$ cat src/rtl/rss_pkg.sv
package rss_pkg;
  typedef enum logic {
    SRC_ADC = 1'b0,
    SRC_RX  = 1'b1
  } src_e;

  typedef struct packed {
    logic mono;
    logic narrow;
  } fmt_t;
endpackage

$ cat src/rtl/rss_arbiter.sv
module rss_arbiter
  import rss_pkg::*;
#(
  parameter int GEN_W    = 2,
  parameter int RATE_W   = 3,
  parameter int RX_RATES = 3
) (
  input  logic              clk,
  input  logic              rst_n,
  input  logic              rx_lock,
  input  logic              rx_data_ok,
  input  logic [GEN_W-1:0]  rx_gen,
  input  logic [RATE_W-1:0] rx_rate,
  input  logic [RATE_W-1:0] req_rate,
  input  fmt_t              req_fmt,
  input  logic              frame_open,
  output src_e              sel_q,
  output logic              switch_now,
  output logic              format_error
);
  localparam logic [RATE_W-1:0] RATE_LIMIT = RATE_W'(RX_RATES);

  logic rx_usable;
  logic fmt_fits;
  logic want_rx;
  logic boundary;
  src_e sel_d;
  logic err_d;

  // decide which source is wanted this cycle
  always_comb begin
    rx_usable  = rx_lock && rx_data_ok && (rx_gen == '0);
    fmt_fits   = !(req_fmt.mono && req_fmt.narrow) &&
                 (rx_rate < RATE_LIMIT) && (rx_rate == req_rate);
    want_rx    = rx_usable && fmt_fits;
    err_d      = rx_usable && !fmt_fits;
    boundary   = !frame_open || ((sel_q == SRC_RX) && !rx_lock);
    switch_now = boundary && (want_rx != (sel_q == SRC_RX));
    sel_d      = sel_q;
    if (switch_now) sel_d = want_rx ? SRC_RX : SRC_ADC;
  end

  always_ff @(posedge clk or negedge rst_n) begin
    if (!rst_n) begin
      sel_q        <= SRC_ADC;
      format_error <= 1'b0;
    end else begin
      sel_q        <= sel_d;
      format_error <= err_d;
    end
  end
endmodule

$ cat src/rtl/rss_framer.sv
module rss_framer
  import rss_pkg::*;
#(
  parameter int SAMPLE_W = 16
) (
  input  logic                clk,
  input  logic                rst_n,
  input  src_e                sel,
  input  logic                abort,
  input  logic                adc_valid,
  input  logic                adc_right,
  input  logic [SAMPLE_W-1:0] adc_data,
  input  logic                rx_valid,
  input  logic                rx_right,
  input  logic [SAMPLE_W-1:0] rx_data,
  output logic                frame_open,
  output logic                frame_done,
  output logic [SAMPLE_W-1:0] frame_l,
  output logic [SAMPLE_W-1:0] frame_r
);
  localparam int NSRC = 2;

  logic [NSRC-1:0] s_valid;
  logic [NSRC-1:0] s_right;
  logic [SAMPLE_W-1:0] s_data [NSRC];

  assign s_valid = {rx_valid, adc_valid};
  assign s_right = {rx_right, adc_right};
  assign s_data[0] = adc_data;
  assign s_data[1] = rx_data;

  logic                v_sel;
  logic                r_sel;
  logic [SAMPLE_W-1:0] d_sel;
  logic                take;
  logic                left_en;
  logic                open_d;
  logic [SAMPLE_W-1:0] left_q;

  always_comb begin
    v_sel      = s_valid[sel];
    r_sel      = s_right[sel];
    d_sel      = s_data[sel];
    take       = v_sel && !abort;
    left_en    = take && !r_sel;
    frame_done = take && r_sel && frame_open;
    open_d     = frame_open;
    if (abort)           open_d = 1'b0;
    else if (left_en)    open_d = 1'b1;
    else if (frame_done) open_d = 1'b0;
    frame_l    = left_q;
    frame_r    = d_sel;
  end

  always_ff @(posedge clk or negedge rst_n) begin
    if (!rst_n) frame_open <= 1'b0;
    else        frame_open <= open_d;
  end

  always_ff @(posedge clk or negedge rst_n) begin
    if (!rst_n)       left_q <= '0;
    else if (left_en) left_q <= d_sel;
  end
endmodule

$ cat src/rtl/rss_shaper.sv
module rss_shaper
  import rss_pkg::*;
#(
  parameter int SAMPLE_W = 16,
  parameter int NARROW_W = 8
) (
  input  logic                clk,
  input  logic                rst_n,
  input  logic                load_req,
  input  logic [SAMPLE_W-1:0] in_l,
  input  logic [SAMPLE_W-1:0] in_r,
  input  src_e                in_src,
  input  fmt_t                fmt,
  input  logic                out_ready,
  output logic                out_valid,
  output logic [SAMPLE_W-1:0] out_l,
  output logic [SAMPLE_W-1:0] out_r,
  output logic                out_from_rx
);
  localparam int PAD_W = SAMPLE_W - NARROW_W;

  logic signed [SAMPLE_W:0] sum;
  logic [SAMPLE_W-1:0] mean;
  logic [SAMPLE_W-1:0] ch   [2];
  logic [SAMPLE_W-1:0] res  [2];
  logic                load;
  logic                valid_d;

  always_comb begin
    sum   = $signed({in_l[SAMPLE_W-1], in_l}) + $signed({in_r[SAMPLE_W-1], in_r});
    mean  = SAMPLE_W'(sum >>> 1);
    ch[0] = fmt.mono ? mean : in_l;
    ch[1] = fmt.mono ? '0   : in_r;
  end

  for (genvar c = 0; c < 2; c++) begin : g_lane
    always_comb begin
      res[c] = ch[c];
      if (fmt.narrow) res[c] = {{PAD_W{1'b0}}, ch[c][SAMPLE_W-1 -: NARROW_W]};
    end
  end

  always_comb begin
    load    = load_req && (!out_valid || out_ready);
    valid_d = out_valid;
    if (load)           valid_d = 1'b1;
    else if (out_ready) valid_d = 1'b0;
  end

  always_ff @(posedge clk or negedge rst_n) begin
    if (!rst_n) out_valid <= 1'b0;
    else        out_valid <= valid_d;
  end

  always_ff @(posedge clk or negedge rst_n) begin
    if (!rst_n) begin
      out_l       <= '0;
      out_r       <= '0;
      out_from_rx <= 1'b0;
    end else if (load) begin
      out_l       <= res[0];
      out_r       <= res[1];
      out_from_rx <= (in_src == SRC_RX);
    end
  end
endmodule

$ cat src/rtl/rec_src_sel.sv
module rec_src_sel
  import rss_pkg::*;
#(
  parameter int SAMPLE_W = 16,
  parameter int NARROW_W = 8,
  parameter int GEN_W    = 2,
  parameter int RATE_W   = 3,
  parameter int RX_RATES = 3
) (
  input  logic                clk,
  input  logic                rst_n,
  input  logic                adc_valid,
  input  logic                adc_right,
  input  logic [SAMPLE_W-1:0] adc_data,
  input  logic                rx_valid,
  input  logic                rx_right,
  input  logic [SAMPLE_W-1:0] rx_data,
  input  logic                rx_lock,
  input  logic                rx_data_ok,
  input  logic [GEN_W-1:0]    rx_gen,
  input  logic [RATE_W-1:0]   rx_rate,
  input  logic [RATE_W-1:0]   req_rate,
  input  logic                req_mono,
  input  logic                req_narrow,
  input  logic                out_ready,
  output logic                out_valid,
  output logic [SAMPLE_W-1:0] out_l,
  output logic [SAMPLE_W-1:0] out_r,
  output logic                out_from_rx,
  output logic                format_error
);
  fmt_t                fmt;
  src_e                sel_q;
  logic                switch_now;
  logic                frame_open;
  logic                frame_done;
  logic [SAMPLE_W-1:0] frame_l;
  logic [SAMPLE_W-1:0] frame_r;
  logic                sel_dig;

  assign fmt.mono   = req_mono;
  assign fmt.narrow = req_narrow;
  assign sel_dig    = (sel_q == SRC_RX);

  rss_arbiter #(
    .GEN_W(GEN_W), .RATE_W(RATE_W), .RX_RATES(RX_RATES)
  ) u_arb (
    .clk(clk), .rst_n(rst_n),
    .rx_lock(rx_lock), .rx_data_ok(rx_data_ok), .rx_gen(rx_gen),
    .rx_rate(rx_rate), .req_rate(req_rate), .req_fmt(fmt),
    .frame_open(frame_open), .sel_q(sel_q), .switch_now(switch_now),
    .format_error(format_error)
  );

  rss_framer #(.SAMPLE_W(SAMPLE_W)) u_frm (
    .clk(clk), .rst_n(rst_n), .sel(sel_q), .abort(switch_now),
    .adc_valid(adc_valid), .adc_right(adc_right), .adc_data(adc_data),
    .rx_valid(rx_valid), .rx_right(rx_right), .rx_data(rx_data),
    .frame_open(frame_open), .frame_done(frame_done),
    .frame_l(frame_l), .frame_r(frame_r)
  );

  rss_shaper #(.SAMPLE_W(SAMPLE_W), .NARROW_W(NARROW_W)) u_shp (
    .clk(clk), .rst_n(rst_n), .load_req(frame_done),
    .in_l(frame_l), .in_r(frame_r), .in_src(sel_q), .fmt(fmt),
    .out_ready(out_ready), .out_valid(out_valid),
    .out_l(out_l), .out_r(out_r), .out_from_rx(out_from_rx)
  );
endmodule

$ cat config.mk
export PLATFORM = sky130hd
export DESIGN_NAME = rec_src_sel
export DESIGN_NICKNAME = d
export VERILOG_FILES = /design/src/rtl/rss_pkg.sv /design/src/rtl/rss_arbiter.sv /design/src/rtl/rss_framer.sv /design/src/rtl/rss_shaper.sv /design/src/rtl/rec_src_sel.sv
export SDC_FILE = /design/constraint.sdc
export NUM_CORES = 1
export LEC_CHECK = 0
export CORE_AREA = 2 2 97 99
export CTS_CLUSTER_SIZE = 10
export DETAILED_ROUTE_END_ITERATION = 8
export DIE_AREA = 0 0 99 101
export HOLD_SLACK_MARGIN = 0.08
export PLACE_DENSITY = 0.71
export SLEW_MARGIN = 20
export SYNTH_ARGS = -nofsm -noshare
export SYNTH_HDL_FRONTEND = slang
export SYNTH_HIERARCHICAL = 1
export SYNTH_SLANG_ARGS = --single-unit
$ cat constraint.sdc
create_clock -name clk -period 9.1 [get_ports clk]
set_input_delay 1.82 -clock clk [delete_from_list [all_inputs] [get_ports clk]]
set_output_delay 1.82 -clock clk [all_outputs]
set_load 0.005 [all_outputs]
Word-level counts from Yosys, hierarchy flattened
Cells that the tools add are included.

word-level totals
  flip-flop bits (word level) = 53
  output and inout port bits = 35
  word-level logic and storage cells = 58

cells by class
  $add $sub $neg = 1
  order comparisons = 3
  eq/ne operators = 2
  mux-type cells = 17
  bitwise logic cells = 1
  reductions and logical operators = 26

operators by type and width
  kind                                                      number
  two-way mux 16 bit                                        7
  adder 16 x 16 -> 17 bit                                   1
  logical AND 1 bit                                         14
  two-way mux 1 bit                                         10
  logical NOT 1 bit                                         7
  equality test 3 bit                                       1
  < comparator 3 x 2 -> 1 bit, second input constant        1
  nonzero test 3 bit                                        1
  greater-or-equal comparator 2 bit, second input constant  1
  logical NOT 2 bit                                         1
  logical OR 1 bit                                          2
  < comparator 1 x 2 -> 1 bit, second input constant        1
  NOT 1 -> 2 bit                                            1
  nonzero test 2 bit                                        1
  inequality test 1 bit                                     1

Logic depth before layout (Yosys ltp)
  depth in word-level cells = 14
  depth in mapped cells = 11
  depth with buffers taken out = 11

Cells and area by module
Netlist, hierarchy kept.

modules (own cells, without submodules)
  module       times used  cells an instance  area each (um2)
  rss_shaper   1           275                2394.8
  rss_framer   1           61                 930.9
  rss_arbiter  1           17                 166.4

Least setup slack after synthesis
No wires, ideal clock.

  path kind = input to register
  start = input rx_data[0]
  end = register u_shp.out_l[5]
  library setup time = 94 ps
  arrival time = 3955 ps
  data required time = 9006 ps
  slack = 5051 ps
  stages = 9
  buffers on the path = 0
  cell sequence = mux2_2 -> and2_1 -> fa_1 -> a21o_1 -> a311oi_2 -> nor2_1 -> a21oi_1 -> mux2_2 -> a211oi_1

between the ends
  word-level cells in the longest chain between the ends = 6

ends and longest elaborated chain
  what                                                   line               RTL
  start, declared                                        rec_src_sel.sv:17  input logic [SAMPLE_W-1:0] rx_data,
  two-way mux 16 bit (not written as such) (3 in a row)  rss_framer.sv:43   d_sel = s_data[sel];
  adder 16 x 16 -> 17 bit                                rss_shaper.sv:30   sum = $signed({in_l[SAMPLE_W-1], in_l}) + $signed({in_r[SAMPLE_W-1], in_r});
  two-way mux 16 bit                                     rss_shaper.sv:32   ch[0] = fmt.mono ? mean : in_l;
  two-way mux 16 bit                                     rss_shaper.sv:39   if (fmt.narrow) res[c] = {{PAD_W{1'b0}}, ch[c][SAMPLE_W-1 -: NARROW_W]};
  end signal, assigned                                   rss_shaper.sv:61   out_l <= res[0];
  end, declared                                          rss_shaper.sv:16   output logic [SAMPLE_W-1:0] out_l,

Every way passes these cells. The select of a mux whose other input is x is not followed.
A chain may end at the register's enable or synchronous reset.

Worst setup path in the final report
  start = input req_mono
  end = register u_shp.out_l[6]

between the ends
  word-level cells in the longest chain between the ends = 12

ends and longest elaborated chain
  what                            line               RTL
  start, declared                 rec_src_sel.sv:23  input logic req_mono,
  logical AND 1 bit               rss_arbiter.sv:33  fmt_fits = !(req_fmt.mono && req_fmt.narrow) &&
  logical NOT 1 bit               rss_arbiter.sv:33
  logical AND 1 bit               rss_arbiter.sv:33
  logical AND 1 bit               rss_arbiter.sv:34  (rx_rate < RATE_LIMIT) && (rx_rate == req_rate);
  logical AND 1 bit               rss_arbiter.sv:35  want_rx = rx_usable && fmt_fits;
  inequality test 1 bit           rss_arbiter.sv:38  switch_now = boundary && (want_rx != (sel_q == SRC_RX));
  logical AND 1 bit               rss_arbiter.sv:38
  named net switch_now            rec_src_sel.sv:34  logic switch_now;
  logical NOT 1 bit               rss_framer.sv:44   take = v_sel && !abort;
  logical AND 1 bit               rss_framer.sv:44
  logical AND 1 bit (2 in a row)  rss_framer.sv:46   frame_done = take && r_sel && frame_open;
  named net frame_done            rec_src_sel.sv:36  logic frame_done;
  logical AND 1 bit               rss_shaper.sv:44   load = load_req && (!out_valid || out_ready);

The timed path passes the listed nets, and every way through them passes these cells.

==> flow_summary.yaml <==
status:
  status: "finished, final reports clean"
die:
  core_sq_um: 8980
  row_count: 35
  floorplan.initialDensity_pct: 38.9
  ios: 86
  die_x_um: 99
  die_area_sq_um: 10000
  die_height_um: 101
layout:
  finish.net_count: 501
  finalNonFillerCells: 546
  flow.area_growth_from_synthesis_pct: 28.9
  final_layout_size_suffix_gt1_share_pct: 13.1
  diodes: 0
  final_cell_area_sq_um: 4500
power_and_ir_drop:
  power.ir.vdd_worst_v: 0.0000798
  total_power_mw: 1.27
  leak_pwr_nw: 1.95
  power.density_nw_per_um2: 282
global_route:
  first_global_vias: 2948
  grtUsageTotal_pct: 19.1
  globalRoute.totalOverflow: 0
  grt_start_max_net_pins: 54
  grt_pass1_wl_um: 15200
  grt_antenna_before_repair: 0
synthesis:
  synthMostInstantiatedCell: "sky130_fd_sc_hd__dfrtp_1"
  synthXorXnorAreaFrac_pct: 2.76
  synthSimpleGateAreaFrac_pct: 15.5
  synth_cell_type_count: 60
  flop_and_latch_count_out_of_synthesis: 53
  synth_cells: 353
  most_instantiated_cells_after_synthesis: "sky130_fd_sc_hd__dfrtp_1 (53), sky130_fd_sc_hd__nand2_1 (48), sky130_fd_sc_hd__mux2_2 (24), sky130_fd_sc_hd__a21oi_1 (21), sky130_fd_sc_hd__nor2_1 (20)"
  avgSynthCellArea_sq_um: 9.89
  synth_sequential_area_ratio_pct: 38.0
  syn-cell-area_sq_um: 3490
  synth_flop_cell: "sky130_fd_sc_hd__dfrtp_1"
  post_synthesis_net_count: 420
  synth_top_cells_by_area: "sky130_fd_sc_hd__dfrtp_1 (38%), sky130_fd_sc_hd__mux2_2 (7.7%), sky130_fd_sc_hd__ha_1 (5.4%)"
  largest_family_of_logic_cells_by_synthesized_area: "compound AO/OA/AOI/OAI gates"
  synthDominantCellAreaShare_pct: 38.0
  proportion_of_synthesized_area_in_mux_cells_pct: 16.2
  synth_compound_gate_area_share_pct: 18.4
  yosysTopAreaCell: "sky130_fd_sc_hd__dfrtp_1"
  yosys_warn_count: 6
  synth-edff-count: 0
  synth-async-reset-ratio_pct: 100
  adder_and_majority_cell_fraction_of_the_synthesized_area_pct: 5.95
placed_design:
  dpl-instance-area_sq_um: 4410
  place_inst: 538
  port_buffers: 85
  hpwlAfterDp_um: 7110
  gp_congestion: 0.892
worst_setup_path:
  worstPathBufferInverterCount: 3
  worst_setup_path_start_kind: "input pin"
  worst_path_largest_cell_delay_ps: 410
  worst_setup_path_startpoint: "req_mono"
  critical_path.slowest_cell: "sky130_fd_sc_hd__a2111oi_4"
  critPathArrivalTime_ps: 4720
  crit_path_end_kind: "flip-flop"
  path_cells: "clkdlybuf4s50_1 > buf_4 > a2111oi_4 > nand3_2 > mux2i_1 > nand2b_1 > nor2_1 > and2_1 > buf_4 > nand2b_1 > a21o_1 > a21oi_1 > a311oi_1"
  timing.setup.critical_path_class: "input pin to flip-flop"
  cp.required_ps: 9280
  worstPathMaxFanout: 31
  regToRegStartpoint: "u_arb/sel_q"
  critical-path-top-delay-family: "buffers and inverters"
clock_network:
  cts_buffers: 5
  clk_pin_slew_worst_paths_ps: 100
  number_of_post_cts_setup_repair_buffers: 0
  ctsHoldBuffers: 0
  cts-root-to-sink-buffers: 2
  clock-root-buffer: "sky130_fd_sc_hd__clkbuf_8"
  cts_resized: 0
  clock_sink_count: 53
  tritoncts: "built"
  clk_latency_ps: 310
  htree_num_levels: 2
sta:
  clock-skew-final_ps: 5.94
  final.period_utilization_pct: 49.9
  rsz_0062_raised_after_global_routing: "false"
  max_slew_margin_pct: 41.0
  setup_viol: 0
  hold_viol: 0
  report.final.slew_viol_count: 0
  worst_pin_slew_ps: 886
  achievable_frequency_mhz: 220
  fin_tns_setup_ps: 0
  finalCriticalPeriod_ps: 4540
routing:
  detail_route.wirelength_um: 9360
  first_iter_violations: 191
  vias: 3050
  postRouteAntennaNets: 0
  route.detailed.wl_per_inst_um: 17.1
  drt_pass1_iterations: 4
  drc: 0
  detail_route.vias_per_cell: 5.59
flow_run:
  max-cap-violations: 0
min_path:
  min_path_type: "flip-flop to flip-flop"
  holdCritStartpoint: "u_shp/out_r[13]"
-- worst paths after layout --
path / to / slack [ps] / depth (start not counted)
min: u_shp/out_r[13] / 480 / 2
max: u_shp/out_l[6] / 4560 / 13
max in group asynchronous: u_shp/out_l[10] / 7040 / 2
max reg2reg: u_shp/out_l[5] / 5550 / 9
min in group asynchronous: u_shp/out_valid / 1610 / 2
min reg2reg: u_shp/out_r[13] / 480 / 2
-- state kept, by name, indices dropped and copies added, names as in the netlist --
name	flops
u_shp/out_l	16
u_frm/frame_l	16
u_shp/out_from_rx	1
u_frm/frame_open	1
u_shp/out_valid	1
u_arb/format_error	1
u_arb/sel_q	1
u_shp/out_r	16
-- area by class of cell --
type / count / area [sq um]
Fill cell: 820 / 4480
Inverter: 3 / 16.3
Clock buffer: 6 / 72.6
Tap cell: 111 / 139
Multi-Input combinational cell: 282 / 2060
Clock inverter: 2 / 15.0
Sequential cell: 53 / 1330
Timing Repair Buffer: 89 / 876
-- where the power goes --
group          leakage [nW]  switching, mW  internal [mW]  total [mW]
sequential            0.663         0.0782          0.334       0.413
combinational          1.25          0.347          0.373       0.721
clock                0.0374         0.0805         0.0544       0.135
total                  1.95          0.506          0.762        1.27
-- placed cells by master, fill, tap and decap left out, types with 11 or more instances in the layout --
master / n
sky130_fd_sc_hd__o21ai_0: 11
sky130_fd_sc_hd__mux2_2: 24
sky130_fd_sc_hd__nand3_1: 11
sky130_fd_sc_hd__nor2_1: 20
sky130_fd_sc_hd__clkdlybuf4s50_1: 84
sky130_fd_sc_hd__ha_1: 15
sky130_fd_sc_hd__dfrtp_1: 53
sky130_fd_sc_hd__nand2_1: 47
sky130_fd_sc_hd__a21oi_1: 21
sky130_fd_sc_hd__mux2i_1: 16
-- per-layer routing --
metal | vias up | track usage (%) | part of all wire [%]
li1 | 1452 | - | -
met1 | 1495 | 25.7 | 44
met2 | 97 | 31.1 | 49
met3 | 6 | 4.65 | 6.1
met4 | 0 | 4.85 | 0.91
met5 | - | 0 | 0
-- worst min-delay path, cell delays in order (launching register included) --
cell	delay, ps
sky130_fd_sc_hd__dfrtp_1	360
sky130_fd_sc_hd__nand2_1	50
sky130_fd_sc_hd__nand2_1	50
-- cell families (layout without fill, tap and decap cells) --
kind of cell | Yosys count | in the layout
multiplexers | 49 | 49
XOR/XNOR | 11 | 11
flip-flops | 53 | 53
buffers and inverters | 18 | 100
adder cells (fa/ha/maj) | 16 | 16
AND/OR/NAND/NOR | 114 | 114
AO/OA/AOI/OAI | 92 | 92
-- per-stage QoR --
step / utilization [%] / setup slack (ps) / hold WS [ps]
floorplan: - / 5050 / 463
global placement: 49.1 / 4320 / 451
detailed placement: 49.1 / 4240 / 463
CTS: 50.1 / 4560 / 485
global route: 50.1 / 4360 / 503
finish: 50.1 / 4560 / 480
Note: power is estimated with default switching activity, not from simulation.
